`config.mk`:
```
export PLATFORM = sky130hd
export DESIGN_NAME = iodec_top
export DESIGN_NICKNAME = d
export VERILOG_FILES = /design/src/rtl/iodec_pkg.sv /design/src/rtl/iodec_strobes.sv /design/src/rtl/iodec_match.sv /design/src/rtl/iodec_out_reg.sv /design/src/rtl/iodec_top.sv
export SDC_FILE = /design/constraint.sdc
export NUM_CORES = 1
export LEC_CHECK = 0
export ABC_CLOCK_PERIOD_IN_PS = 2100
export BUFFER_PORTS_ARGS = -buffer_cell sky130_fd_sc_hd__buf_2
export CAP_MARGIN = 15
export CORE_MARGIN = 2
export CORE_UTILIZATION = 32
export DETAILED_ROUTE_END_ITERATION = 8
export PLACE_DENSITY = 0.88
export SLEW_MARGIN = 10
export SYNTH_ARGS = -nofsm -noshare
export SYNTH_HDL_FRONTEND = slang
export SYNTH_SLANG_ARGS = --single-unit
```
`constraint.sdc`:
```
create_clock -name clk -period 2.1 [get_ports clk]
set_input_delay 0.105 -clock clk [delete_from_list [all_inputs] [get_ports clk]]
set_output_delay 0.105 -clock clk [all_outputs]
set_load 0.005 [all_outputs]
```
`src/rtl/iodec_pkg.sv`:
```
package iodec_pkg;
    localparam int ADDR_W = 16;
    localparam int DATA_W = 8;
    localparam int PORT_W = 8;

    typedef struct packed {
        logic [DATA_W-1:0] leds;
    } out_state_t;

    localparam logic [DATA_W-1:0] LEDS_DARK = '1;
endpackage

```
`src/rtl/iodec_strobes.sv`:
```
module iodec_strobes (
    input  logic io_m,
    input  logic rd_n,
    input  logic wr_n,
    output logic ior_n,
    output logic iow_n,
    output logic memr_n,
    output logic memw_n
);
    always_comb begin
        ior_n  = ~(io_m & ~rd_n);
        iow_n  = ~(io_m & ~wr_n);
        memr_n = ~(~io_m & ~rd_n);
        memw_n = ~(~io_m & ~wr_n);
    end
endmodule

```
`src/rtl/iodec_match.sv`:
```
module iodec_match
    import iodec_pkg::*;
#(
    parameter bit                MEM_MAPPED = 1'b0,
    parameter logic [ADDR_W-1:0] MATCH_ADDR = '0
) (
    input  logic [ADDR_W-1:0] addr,
    output logic              hit
);
    generate
        if (MEM_MAPPED) begin : g_full
            assign hit = (addr == MATCH_ADDR);
        end else begin : g_port
            localparam logic [PORT_W-1:0] PORT_NUM = MATCH_ADDR[PORT_W-1:0];
            assign hit = (addr[PORT_W-1:0] == PORT_NUM);
        end
    endgenerate
endmodule

```
`src/rtl/iodec_out_reg.sv`:
```
module iodec_out_reg
    import iodec_pkg::*;
(
    input  logic              clk,
    input  logic              rst_n,
    input  logic              load,
    input  logic [DATA_W-1:0] din,
    output logic [DATA_W-1:0] q
);
    out_state_t state_d, state_q;

    always_comb begin
        state_d = state_q;
        if (load) begin
            state_d.leds = din;
        end
    end

    always_ff @(posedge clk or negedge rst_n) begin
        if (!rst_n) begin
            state_q.leds <= LEDS_DARK;
        end else begin
            state_q <= state_d;
        end
    end

    assign q = state_q.leds;

    AST_HOLD_WHEN_IDLE: assert property (@(posedge clk) disable iff (!rst_n)
        !load |=> $stable(q));
    AST_LOAD_BUS: assert property (@(posedge clk) disable iff (!rst_n)
        load |=> (q == $past(din)));
endmodule

```
`src/rtl/iodec_top.sv`:
```
module iodec_top
    import iodec_pkg::*;
#(
    parameter bit                MEM_MAPPED = 1'b0,
    parameter logic [ADDR_W-1:0] IN_ADDR    = 16'h0080,
    parameter logic [ADDR_W-1:0] OUT_ADDR   = 16'h0081
) (
    input  logic              clk,
    input  logic              rst_n,
    input  logic [ADDR_W-1:0] addr,
    input  logic              io_m,
    input  logic              rd_n,
    input  logic              wr_n,
    input  logic [DATA_W-1:0] data_in,
    output logic [DATA_W-1:0] data_out,
    output logic              data_oe,
    input  logic [DATA_W-1:0] switch_n,
    output logic              ior_n,
    output logic              iow_n,
    output logic              memr_n,
    output logic              memw_n,
    output logic              in_sel_n,
    output logic              out_sel_n,
    output logic              latch_en,
    output logic [DATA_W-1:0] led_n
);
    logic in_hit, out_hit;
    logic rd_strobe_n, wr_strobe_n;

    iodec_strobes u_strobes (
        .io_m   (io_m),
        .rd_n   (rd_n),
        .wr_n   (wr_n),
        .ior_n  (ior_n),
        .iow_n  (iow_n),
        .memr_n (memr_n),
        .memw_n (memw_n)
    );

    iodec_match #(.MEM_MAPPED(MEM_MAPPED), .MATCH_ADDR(IN_ADDR)) u_in_match (
        .addr (addr),
        .hit  (in_hit)
    );

    iodec_match #(.MEM_MAPPED(MEM_MAPPED), .MATCH_ADDR(OUT_ADDR)) u_out_match (
        .addr (addr),
        .hit  (out_hit)
    );

    generate
        if (MEM_MAPPED) begin : g_mem_strobes
            assign rd_strobe_n = memr_n;
            assign wr_strobe_n = memw_n;
        end else begin : g_io_strobes
            assign rd_strobe_n = ior_n;
            assign wr_strobe_n = iow_n;
        end
    endgenerate

    always_comb begin
        in_sel_n  = ~(in_hit & ~rd_strobe_n);
        out_sel_n = ~(out_hit & ~wr_strobe_n);
        latch_en  = ~(out_sel_n | wr_strobe_n);
        data_oe   = ~in_sel_n;
        data_out  = switch_n;
    end

    iodec_out_reg u_out_reg (
        .clk   (clk),
        .rst_n (rst_n),
        .load  (latch_en),
        .din   (data_in),
        .q     (led_n)
    );

    AST_IOR_QUAL: assert property (@(posedge clk) disable iff (!rst_n)
        !ior_n |-> (io_m && !rd_n));
    AST_MEMW_QUAL: assert property (@(posedge clk) disable iff (!rst_n)
        !memw_n |-> (!io_m && !wr_n));
    AST_IN_NEEDS_READ: assert property (@(posedge clk) disable iff (!rst_n)
        !in_sel_n |-> !rd_n);
    AST_OUT_NEEDS_WRITE: assert property (@(posedge clk) disable iff (!rst_n)
        latch_en |-> (!wr_n && !out_sel_n));
    AST_BUS_FOLLOWS_SEL: assert property (@(posedge clk) disable iff (!rst_n)
        data_oe |-> (!in_sel_n && data_out == switch_n));
endmodule

```
==> summary.txt, run 1 <==
Run status
  – Status: finished, final reports clean

Drt
  – Vias/cell: 4.566
  – DRT iter0 DRCs: 2
  – Via count: between 300 and 400
  – Detailed Routing Iterations Pass 1: 2
  – DRC Markers: 0
  – WL final: 964 microns
  – DR WL/cell: 11.61 microns
  – ANT nets after route: 0

Global routing
  – First-pass GRT wire length: 1455 microns
  – GRT overflow: 0
  – Largest net degree at the start of global routing: 11
  – Vias in the first global route: 365
  – Total GRT Usage: between 10% and 20%
  – Initial antenna violation count: 0

Placement
  – Input/output buffers: 36
  – GP Congestion: slightly above 0.6
  – Setup slack at placement: 0.7795 ns
  – Placed cell area: 596.8 sq um

Logic synthesis
  – Adder-cell share of the synthesized area: 0%
  – Syn Area/Cell: 12.72 sq um
  – Xor and xnor fraction of the mapped netlist area: 0%
  – Largest family of logic cells by synthesized area: multiplexers
  – Synthesized area: about 460 sq um
  – Netlist cell types: 12
  – Mux share of post-synthesis cell area: between 10% and 20%
  – #FFs+latches synth: 8
  – Share of the synthesized area in the top cell type: 45.90%
  – Top_reg_cell synth: dfstp_2
  – Synth Warn #: 0
  – Synth Area in Simple Gates: 19.67%
  – Syn nets: 73
  – Synth cell count leaders: buf_4 (8), dfstp_2 (8), mux2_2 (8)
  – Post-Syn Instances: 36
  – Compound-Gate Fraction of Synth Area: 0%
  – Async S/R FF share, synth: 100.0%
  – Seq/Total Area, Yosys: a little under half
  – EDFF count, synth: 0
  – Largest cells by area after synthesis: dfstp_2 (46%), mux2_2 (20%), buf_4 (13%)
  – Synth area leader: dfstp_2

Floorplan
  – Die area: 1750 sq um
  – Rows: 13
  – Starting Density: 34.76%
  – IO Count: 61
  – CORE AREA: roughly 1300 sq um
  – Die height: 41.83 microns
  – Die width: 41.83 microns

Timing
  – Hold_ws: ~0.090 ns
  – Max Clock Freq: 812.8 MHz
  – Setup TNS: 0 ns
  – Fin. max-slew vios: 0
  – Clock skew: 0 ns
  – Slew @ Worst Pin: around 0.42 ns
  – Rel. slew slack: 71.93%
  – Final hold vios: 0
  – # setup viols final: 0
  – Unrepaired setup endpoints after global routing: no
  – Tmin final: approximately 1.2 ns
  – Tcrit/Tclk final: between 50% and 60%
  – Setup ws final: around 0.87 ns

Clock network
  – Hold_buf cts: 1
  – Reg clk slew, reported paths: 0.05 ns
  – Clock buffer depth: 2
  – Num CTS Buffers: 3
  – Clock sinks: 8
  – Clock latency on the worst-skew pair: 0.24 ns
  – CTS tree: built
  – H-Tree Depth: 1
  – Clock Tree Root: clkbuf_4
  – Post-CTS sizing: 0
  – Setup Fix Bufs, Post-CTS: 0

Pwr
  – Leakage: roughly 0.34 nW
  – Flop pwr share: 51.1%
  – Peak VDD IR: 0.3530 mV
  – Internal power: 0.2541 mW
  – Sw Share: a little over a fifth
  – Power per Cell Area: 510.2 nW/um^2
  – Clock share of power: 34.4%
  – NetSw: approximately 0.067 mW
  – Combinational power share: 14.5%

Critical path
  – Reg-to-Reg Start: u_out_reg.q[1]$_DFFE_PN1N_
  – Critical path class: input pin to output pin
  – Worst Path Arrival: 1.13 ns
  – R2R cell count: 1
  – Worst setup path endpoint: in_sel_n
  – Startpoint types: input pin
  – R2r endpoint: u_out_reg.q[1]$_DFFE_PN1N_
  – Reg2Reg Setup Slack: between 1 and 1.5 ns
  – WP data required: 2.00 ns
  – Worst Setup SP: addr[1]
  – Worst Setup End Kind: output pin
  – Crit Path Max Fanout: 2

Layout
  – Largest register FFs: 8
  – Post-layout util: 47.77%
  – Area growth syn-to-layout: 37.43%
  – Layout cells sized above 1: between 80% and 90%
  – Finished Cell Area: ~630 sq um
  – Final net count: 107
  – Diodes inserted: 0

Flow run
  – Max-cap check violation count: 0

Worst hold path
  – HP Class: input pin to register
==> placed cells by master, fill, tap and decap left out, types with 2 or more instances in the layout <==
| cell | instances |
|---|---|
| buf_2 | 36 |
| mux2_2 | 8 |
| dfstp_2 | 8 |
| clkbuf_4 | 3 |
| nor3_1 | 2 |
| inv_1 | 2 |
| or2_2 | 2 |
==> per-layer routing <==
| metal | vias to the layer above | share of wire (%) | track usage, % | routed length, microns |
|---|---|---|---|---|
| li1 | 179 | - | - | - |
| met1 | 169 | 33 | 9.140 | 314 |
| met2 | 29 | 55 | 22.19 | 533 |
| met3 | 2 | 12 | 3.913 | 113 |
| met4 | 0 | 0.21 | 6.452 | 2 |
| met5 | - | 0 | 0 | 0 |
==> cell type report <==
cell class / count / area [sq um]
multi-input combinational: 18 / 180.2
sequential: 8 / 210.2
inverter: 2 / 7.507
tap: 15 / 18.77
timing repair buffer: 37 / 190.2
fill: 127 / 688.2
clock buffer: 3 / 22.52
==> how the worst min path moves through the flow <==
stage | startpoint | end | slack (ns) | cells after the start
floorplan | rst_n | u_out_reg.q[0]$_DFFE_PN1N_ | -0.04 | 0
global placement | rst_n | u_out_reg.q[4]$_DFFE_PN1N_ | 0.16 | 1
detailed placement | rst_n | u_out_reg.q[4]$_DFFE_PN1N_ | 0.17 | 1
CTS | data_in[4] | u_out_reg.q[4]$_DFFE_PN1N_ | 0.08 | 2
global route | data_in[2] | u_out_reg.q[2]$_DFFE_PN1N_ | 0.08 | 2
finish | data_in[2] | u_out_reg.q[2]$_DFFE_PN1N_ | 0.09 | 2
==> per-stage QoR <==
stage	std cells	power (mW)
2_1_floorplan	36	0.1913
3_3_place_gp	79	0.2094
3_5_place_dp	79	0.2116
4_1_cts	83	0.3282
5_1_grt	83	0.3397
6_report	83	0.3211
==> worst max-delay path, stage by stage <==
cell,delay (ns)
buf_2,0.10
nor3_1,0.38
nand2_1,0.11
or3_1,0.30
buf_2,0.13
==> power by group through the flow <==
| stage | clock, mW | combinational, mW | sequential, mW |
|---|---|---|---|
| after CTS | 0.117 | 0.0473 | 0.164 |
| after global placement | 0 | 0.0438 | 0.166 |
| after floorplan | 0 | 0.0249 | 0.166 |
| after global routing | 0.124 | 0.0513 | 0.165 |
| after detailed placement | 0 | 0.0456 | 0.166 |
| final | 0.111 | 0.0466 | 0.164 |
==> cells by family after synthesis <==
kind of cell / count (synthesis)
buffers and inverters: 10
and+or+nand+nor: 10
muxes: 8
DFF: 8
Note: power is estimated with default switching activity, not from simulation.
==> run 2, diff against run 1 <==
ABC_AREA = 1   (was unset)
ABC_CLOCK_PERIOD_IN_PS = 1200   (was 2100)
CORE_UTILIZATION = 33   (was 32)
PLACE_DENSITY = 0.84   (was 0.88)
clock period = 1.2 ns   (was 2.1 ns; I/O delays follow)
==> run 2 against run 1 <==
Synthesized area grew 19%. Sequential share of layout area down 4.1 points. Largest cell class is now multi-input combinational cells. Routed wire length up 35%. Sequential cell count is the same. Critical endpoint is now led_n[5].
==> summary.txt, run 2 <==
Floorplan
  – IO Count: 61
  – CORE AREA: between 1500 and 2000 sq um
  – Die area: ~2000 sq um
  – Die width: 44.61 microns
  – Rows: 14
  – Starting Density: 35.71%
  – Die height: 44.61 microns

Logic synthesis
  – Most frequent cell after synthesis: nand2_1
  – EDFF count, synth: 0
  – Synth cell count leaders: nand2_1 (22), nand3_1 (10), inv_1 (9)
  – Seq/Total Area, Yosys: 38.62%
  – Synthesized area: 544.3 sq um
  – Largest cells by area after synthesis: dfstp_2 (39%), nand2_1 (15%), buf_4 (11%)
  – Share of the synthesized area in the top cell type: 38.62%
  – Async S/R FF share, synth: 100.0%
  – Post-Syn Instances: 71
  – Synth Warn #: 0
  – Syn nets: 108
  – #FFs+latches synth: 8
  – Synth area leader: dfstp_2
  – Syn Area/Cell: 7.666 sq um
  – Top_reg_cell synth: dfstp_2
  – Netlist cell types: 13

Critical path
  – Worst Path Arrival: 0.89 ns
  – Reg2Reg Setup Slack: 0.50 ns
  – Max stage delay on crit path: 0.53 ns
  – Crit Path Max Fanout: 2
  – WP data required: 1.14 ns
  – Cell-by-cell trace of the critical path: buf_2
  – R2r endpoint: u_out_reg.q[7]$_DFFE_PN1N_
  – Crit path max-delay family: flip-flops
  – R2R cell count: 2
  – Critical path class: register to output pin
  – Startpoint types: register
  – Reg-to-Reg Start: u_out_reg.q[7]$_DFFE_PN1N_
  – Worst Setup End Kind: output pin
  – CP bufs+invs: 1
  – CP max stage cell: dfstp_2

Timing
  – Setup TNS: 0 ns
  – Unrepaired setup endpoints after global routing: no
  – Rel. slew slack: 78.62%
  – Tcrit/Tclk final: 79.01%
  – Clock skew: 0 ns
  – Tmin final: around 0.95 ns
  – Final hold vios: 0
  – # setup viols final: 0
  – Setup ws final: 0.2519 ns
  – Max Clock Freq: ~1100 MHz
  – Fin. max-slew vios: 0
  – Slew @ Worst Pin: 0.3203 ns
  – Hold_ws: 0.01800 ns

Drt
  – WL final: 1306 microns
  – DRC Markers: 0
  – ANT nets after route: 0
  – DR WL/cell: about 11 microns
  – Via count: 509
  – Detailed Routing Iterations Pass 1: 2
  – DRT iter0 DRCs: 11
  – Vias/cell: 4.277

Clock network
  – Clock buffer depth: 2
  – Reg clk slew, reported paths: 0.06 ns
  – CTS tree: built
  – Clock sinks: 8
  – Clock Tree Root: clkbuf_4
  – Post-CTS sizing: 0
  – Num CTS Buffers: 3
  – Clock latency on the worst-skew pair: 0.25 ns
  – H-Tree Depth: 1

Layout
  – Filler cell count: between 150 and 200
  – Area growth syn-to-layout: 31.72%
  – Final cell count without fillers: 119
  – Post-layout util: around 47%
  – Diodes inserted: 0
  – Most common cell after layout, fill and taps aside: buf_2
  – Layout cells sized above 1: a little under three fifths
  – Final net count: 142
  – Largest register FFs: 8
  – Most frequent cells in the layout: buf_2 (36), nand2_1 (22), nand3_1 (10)

Worst hold path
  – HP Class: input pin to register
  – Hold Path Sink: u_out_reg.q[4]$_DFFE_PN1N_
  – Worst Hold Path Cells: 3
  – Min-delay src: data_in[4]

Pwr
  – Peak VDD IR: 0.3927 mV
  – Leakage: 0.4193 nW
  – Power per Cell Area: 836.7 nW/um^2

Global routing
  – Total GRT Usage: between 10% and 20%
  – Vias in the first global route: 507
  – Largest net degree at the start of global routing: 11
  – Met1 track demand over resource: between 10% and 20%
  – GRT met2 Usage: 26.67%
  – Initial antenna violation count: 0
  – GRT overflow: 0
  – Most used routing layer: met2
  – Met3 Use GR: 1.224%
  – First-pass GRT wire length: 1952 microns

Flow run
  – Max-cap check violation count: 0

Placement
  – Placed Cells: 115
  – GP Congestion: 0.6643
  – Setup slack at placement: between 0.3 and 0.4 ns
  – Hpwl dp: 1085 microns
  – Input/output buffers: 36

Run status
  – Status: finished, final reports clean
## run 2: area by class of cell
class | count | area [sq um] | area share [%]
multi-input cells | 43 | 224.0 | 31.24
flip-flops and latches | 8 | 210.2 | 29.32
inverters | 12 | 50.05 | 6.981
repair buffers | 37 | 190.2 | 26.53
well taps | 16 | 20.02 | 2.792
clock buffers | 3 | 22.52 | 3.141
## run 2: metrics by stage
step	cell area (sq um)	total power, mW
6_report	716.9	0.5999
5_1_grt	716.9	0.6406
2_1_floorplan	544.3	0.3559
3_5_place_dp	684.4	0.3957
4_1_cts	716.9	0.6137
3_3_place_gp	684.4	0.3904
## run 2: cells by family after synthesis
group | share of synthesized area (%)
buffers and inverters | 20.23
AND/OR/NAND/NOR | 41.15
flip-flops | 38.62
## run 2: how the worst max path moves through the flow
stage / depth (start not counted) / endpoint / slack, ns / startpoint
after global routing: 1 / led_n[5] / 0.21 / u_out_reg.q[5]$_DFFE_PN1N_
after CTS: 1 / led_n[5] / 0.24 / u_out_reg.q[5]$_DFFE_PN1N_
after detailed placement: 6 / u_out_reg.q[7]$_DFFE_PN1N_ / 0.31 / addr[2]
after global placement: 6 / out_sel_n / 0.35 / wr_n
after floorplan: 6 / u_out_reg.q[0]$_DFFE_PN1N_ / 0.51 / wr_n
final: 1 / led_n[5] / 0.25 / u_out_reg.q[5]$_DFFE_PN1N_
## run 2: routing by layer
layer / wire length [microns] / vias to the layer above / part of all wire [%]
li1: - / 270 / -
met1: 459 / 222 / 35
met2: 762 / 17 / 58
met3: 84 / 0 / 6.4
met4: 0 / 0 / 0
met5: 0 / - / 0
## run 2: where the power goes
group | internal, mW | switching (mW)
Sequential | 0.284 | 0.00354
Clock | 0.115 | 0.0928
Combinational | 0.0492 | 0.0563
Total | 0.447 | 0.153
## run 2: timing repair
action	CTS	global route
endpoints found under the setup margin	0	0
hold endpoints to repair	8	0
setup buffers	0	0
hold buffers	1	0
==> run 3, diff against run 2 <==
ABC_CLOCK_PERIOD_IN_PS = 880   (was 1200)
clock period = 0.88 ns   (was 1.2 ns; I/O delays follow)
==> run 3 against run 2 <==
The run now ends with setup timing left. Register-to-register slack lost 0.35 ns. Clock-buffer cell count is the same. Global-route usage grew 1.4 points. Sequential cell count is the same. Worst hold slack lost 0.0093 ns. Via count grew 7.3%. Largest power group unchanged. Highest routed layer is now met4.
==> summary.txt, run 3 (synthesis results as in run 2) <==
Critical path
  – CP bufs+invs: 1
  – Worst Path Arrival: 0.89 ns
  – R2R cell count: 2
  – Worst Setup SP: u_out_reg.q[7]$_DFFE_PN1N_
  – Crit Path Max Fanout: 2
  – Cell-by-cell trace of the critical path: buf_2
  – Worst Setup End Kind: output pin
  – Worst setup path endpoint: led_n[7]
  – WP data required: approximately 0.84 ns
  – Crit path max-delay family: flip-flops
  – WP depth: 1
  – Critical path class: register to output pin
  – CP max stage cell: dfstp_2
  – Startpoint types: register
  – Reg2Reg Setup Slack: 0.15 ns
  – Reg-to-Reg Start: u_out_reg.q[7]$_DFFE_PN1N_
  – Max stage delay on crit path: about 0.53 ns
  – R2r endpoint: u_out_reg.q[7]$_DFFE_PN1N_

Drt
  – Detailed Routing Iterations Pass 1: 4
  – DR WL/cell: 11.53 microns
  – DRT iter0 DRCs: 4
  – ANT nets after route: 0
  – WL final: ~1400 microns
  – Via count: roughly 550
  – Vias/cell: 4.550
  – DRC Markers: 0

Clock network
  – H-Tree Depth: 1
  – CTS tree: built
  – Clock sinks: 8
  – Clock buffer depth: 2
  – Reg clk slew, reported paths: approximately 0.060 ns
  – Num CTS Buffers: 3
  – Setup Fix Bufs, Post-CTS: 0
  – Clock latency on the worst-skew pair: 0.25 ns
  – Clock Tree Root: clkbuf_4

Layout
  – Largest register FFs: 8
  – Post-layout util: about half
  – Final cell count without fillers: 120
  – Area growth syn-to-layout: 39.31%
  – Most common cell after layout, fill and taps aside: buf_2
  – Layout cells sized above 1: 57.69%
  – Final net count: 143
  – Filler cell count: 175
  – Diodes inserted: 0
  – Most frequent cells in the layout: buf_2 (33), nand2_1 (22), nand3_1 (10)

Placement
  – Hpwl dp: 1128 microns
  – Placed Cells: ~120
  – Input/output buffers: 36
  – GP Congestion: 0.6543

Timing
  – Clock skew: 0 ns
  – Final hold vios: 0
  – Rel. slew slack: 79.95%
  – Setup TNS: -0.3724 ns
  – Tmin final: about 0.94 ns
  – # setup viols final: 8
  – Fin. max-slew vios: 0
  – Max Clock Freq: approximately 1100 MHz
  – Slew @ Worst Pin: between 0.3 and 0.4 ns
  – Tcrit/Tclk final: 106.5%
  – Unrepaired setup endpoints after global routing: yes
  – Setup ws final: -0.05699 ns

Global routing
  – Vias in the first global route: 533
  – Largest net degree at the start of global routing: 11
  – GRT overflow: 0
  – Initial antenna violation count: 0
  – Total GRT Usage: around 15%
  – First-pass GRT wire length: 2056 microns

Floorplan
  – Die height: 44.61 microns
  – Starting Density: 35.71%
  – CORE AREA: 1524 sq um
  – IO Count: 61
  – Die width: ~45 microns
  – Rows: 14
  – Die area: 1990 sq um

Flow run
  – Max-cap check violation count: 0

Run status
  – Failing checks: setup timing
  – Status: finished, violations left

Worst hold path
  – HP Class: input pin to register

Pwr
  – Leakage: between 0.4 and 0.5 nW
  – Power per Cell Area: roughly 1100 nW/um^2
  – Peak VDD IR: 0.5844 mV
-- run 3: cell types whose count changed in the layout (fill, tap and decap cells not counted), sizes merged --
cell  before  now
buf       36   37
-- run 3: where the power goes --
part           switching (mW)  internal (mW)  leakage [nW]
sequential            0.00596          0.387        0.0826
combinational          0.0799         0.0777         0.333
clock                   0.129          0.156        0.0138
total                   0.215          0.621         0.429
-- run 3: cell type report --
cell class	instances	area, sq um	share of cell area (%)
inverters	12	50.05	6.601
repair buffers	38	229.0	30.20
clock buffers	3	22.52	2.970
flip-flops and latches	8	210.2	27.72
well taps	16	20.02	2.640
multi-input cells	43	226.5	29.87
-- run 3: routing by layer --
metal  track usage [%]  up-vias  part of all wire [%]
met5                 0        -                     0
met4             11.52        0                   2.6
met3             2.041        4                   8.2
met2             28.70       24                    58
met1             13.22      245                    31
li1                  -      273                     -
-- run 3: stage by stage --
step                hold WS [ns]  instance area [sq um]  power, mW  setup WS [ns]
floorplan                -0.1038                  544.3     0.4853         0.2078
global placement         0.08803                  704.4     0.5404        0.05962
detailed placement       0.08803                  704.4     0.5486        0.01213
CTS                     0.002278                  743.2     0.8433       -0.06798
global route             0.02107                  758.2     0.8851       -0.08837
finish                  0.008707                  758.2     0.8360       -0.05699
-- run 3: how the worst min path moves through the flow --
stage	start	end	slack [ns]	depth (start not counted)
5_1_grt	data_in[1]	u_out_reg.q[1]$_DFFE_PN1N_	0.02	3
4_1_cts	data_in[1]	u_out_reg.q[1]$_DFFE_PN1N_	0.002	3
6_report	data_in[2]	u_out_reg.q[2]$_DFFE_PN1N_	0.009	3
3_5_place_dp	switch_n[1]	data_out[1]	0.09	0
3_3_place_gp	rst_n	u_out_reg.q[1]$_DFFE_PN1N_	0.09	1
2_1_floorplan	rst_n	u_out_reg.q[0]$_DFFE_PN1N_	-0.10	0
-- run 3: what timing repair did --
action / CTS / global route
hold buffers: 1 / 0
hold endpoints to repair: 8 / 0
endpoints found under the setup margin: 8 / 9
gates resized for setup: 1 / 3
pin swaps: 0 / 1
-- run 3: tightest hold or removal path: stages --
cell and delay (ns):
buf_2 0.10, nand3_1 0.06, nand2_1 0.05
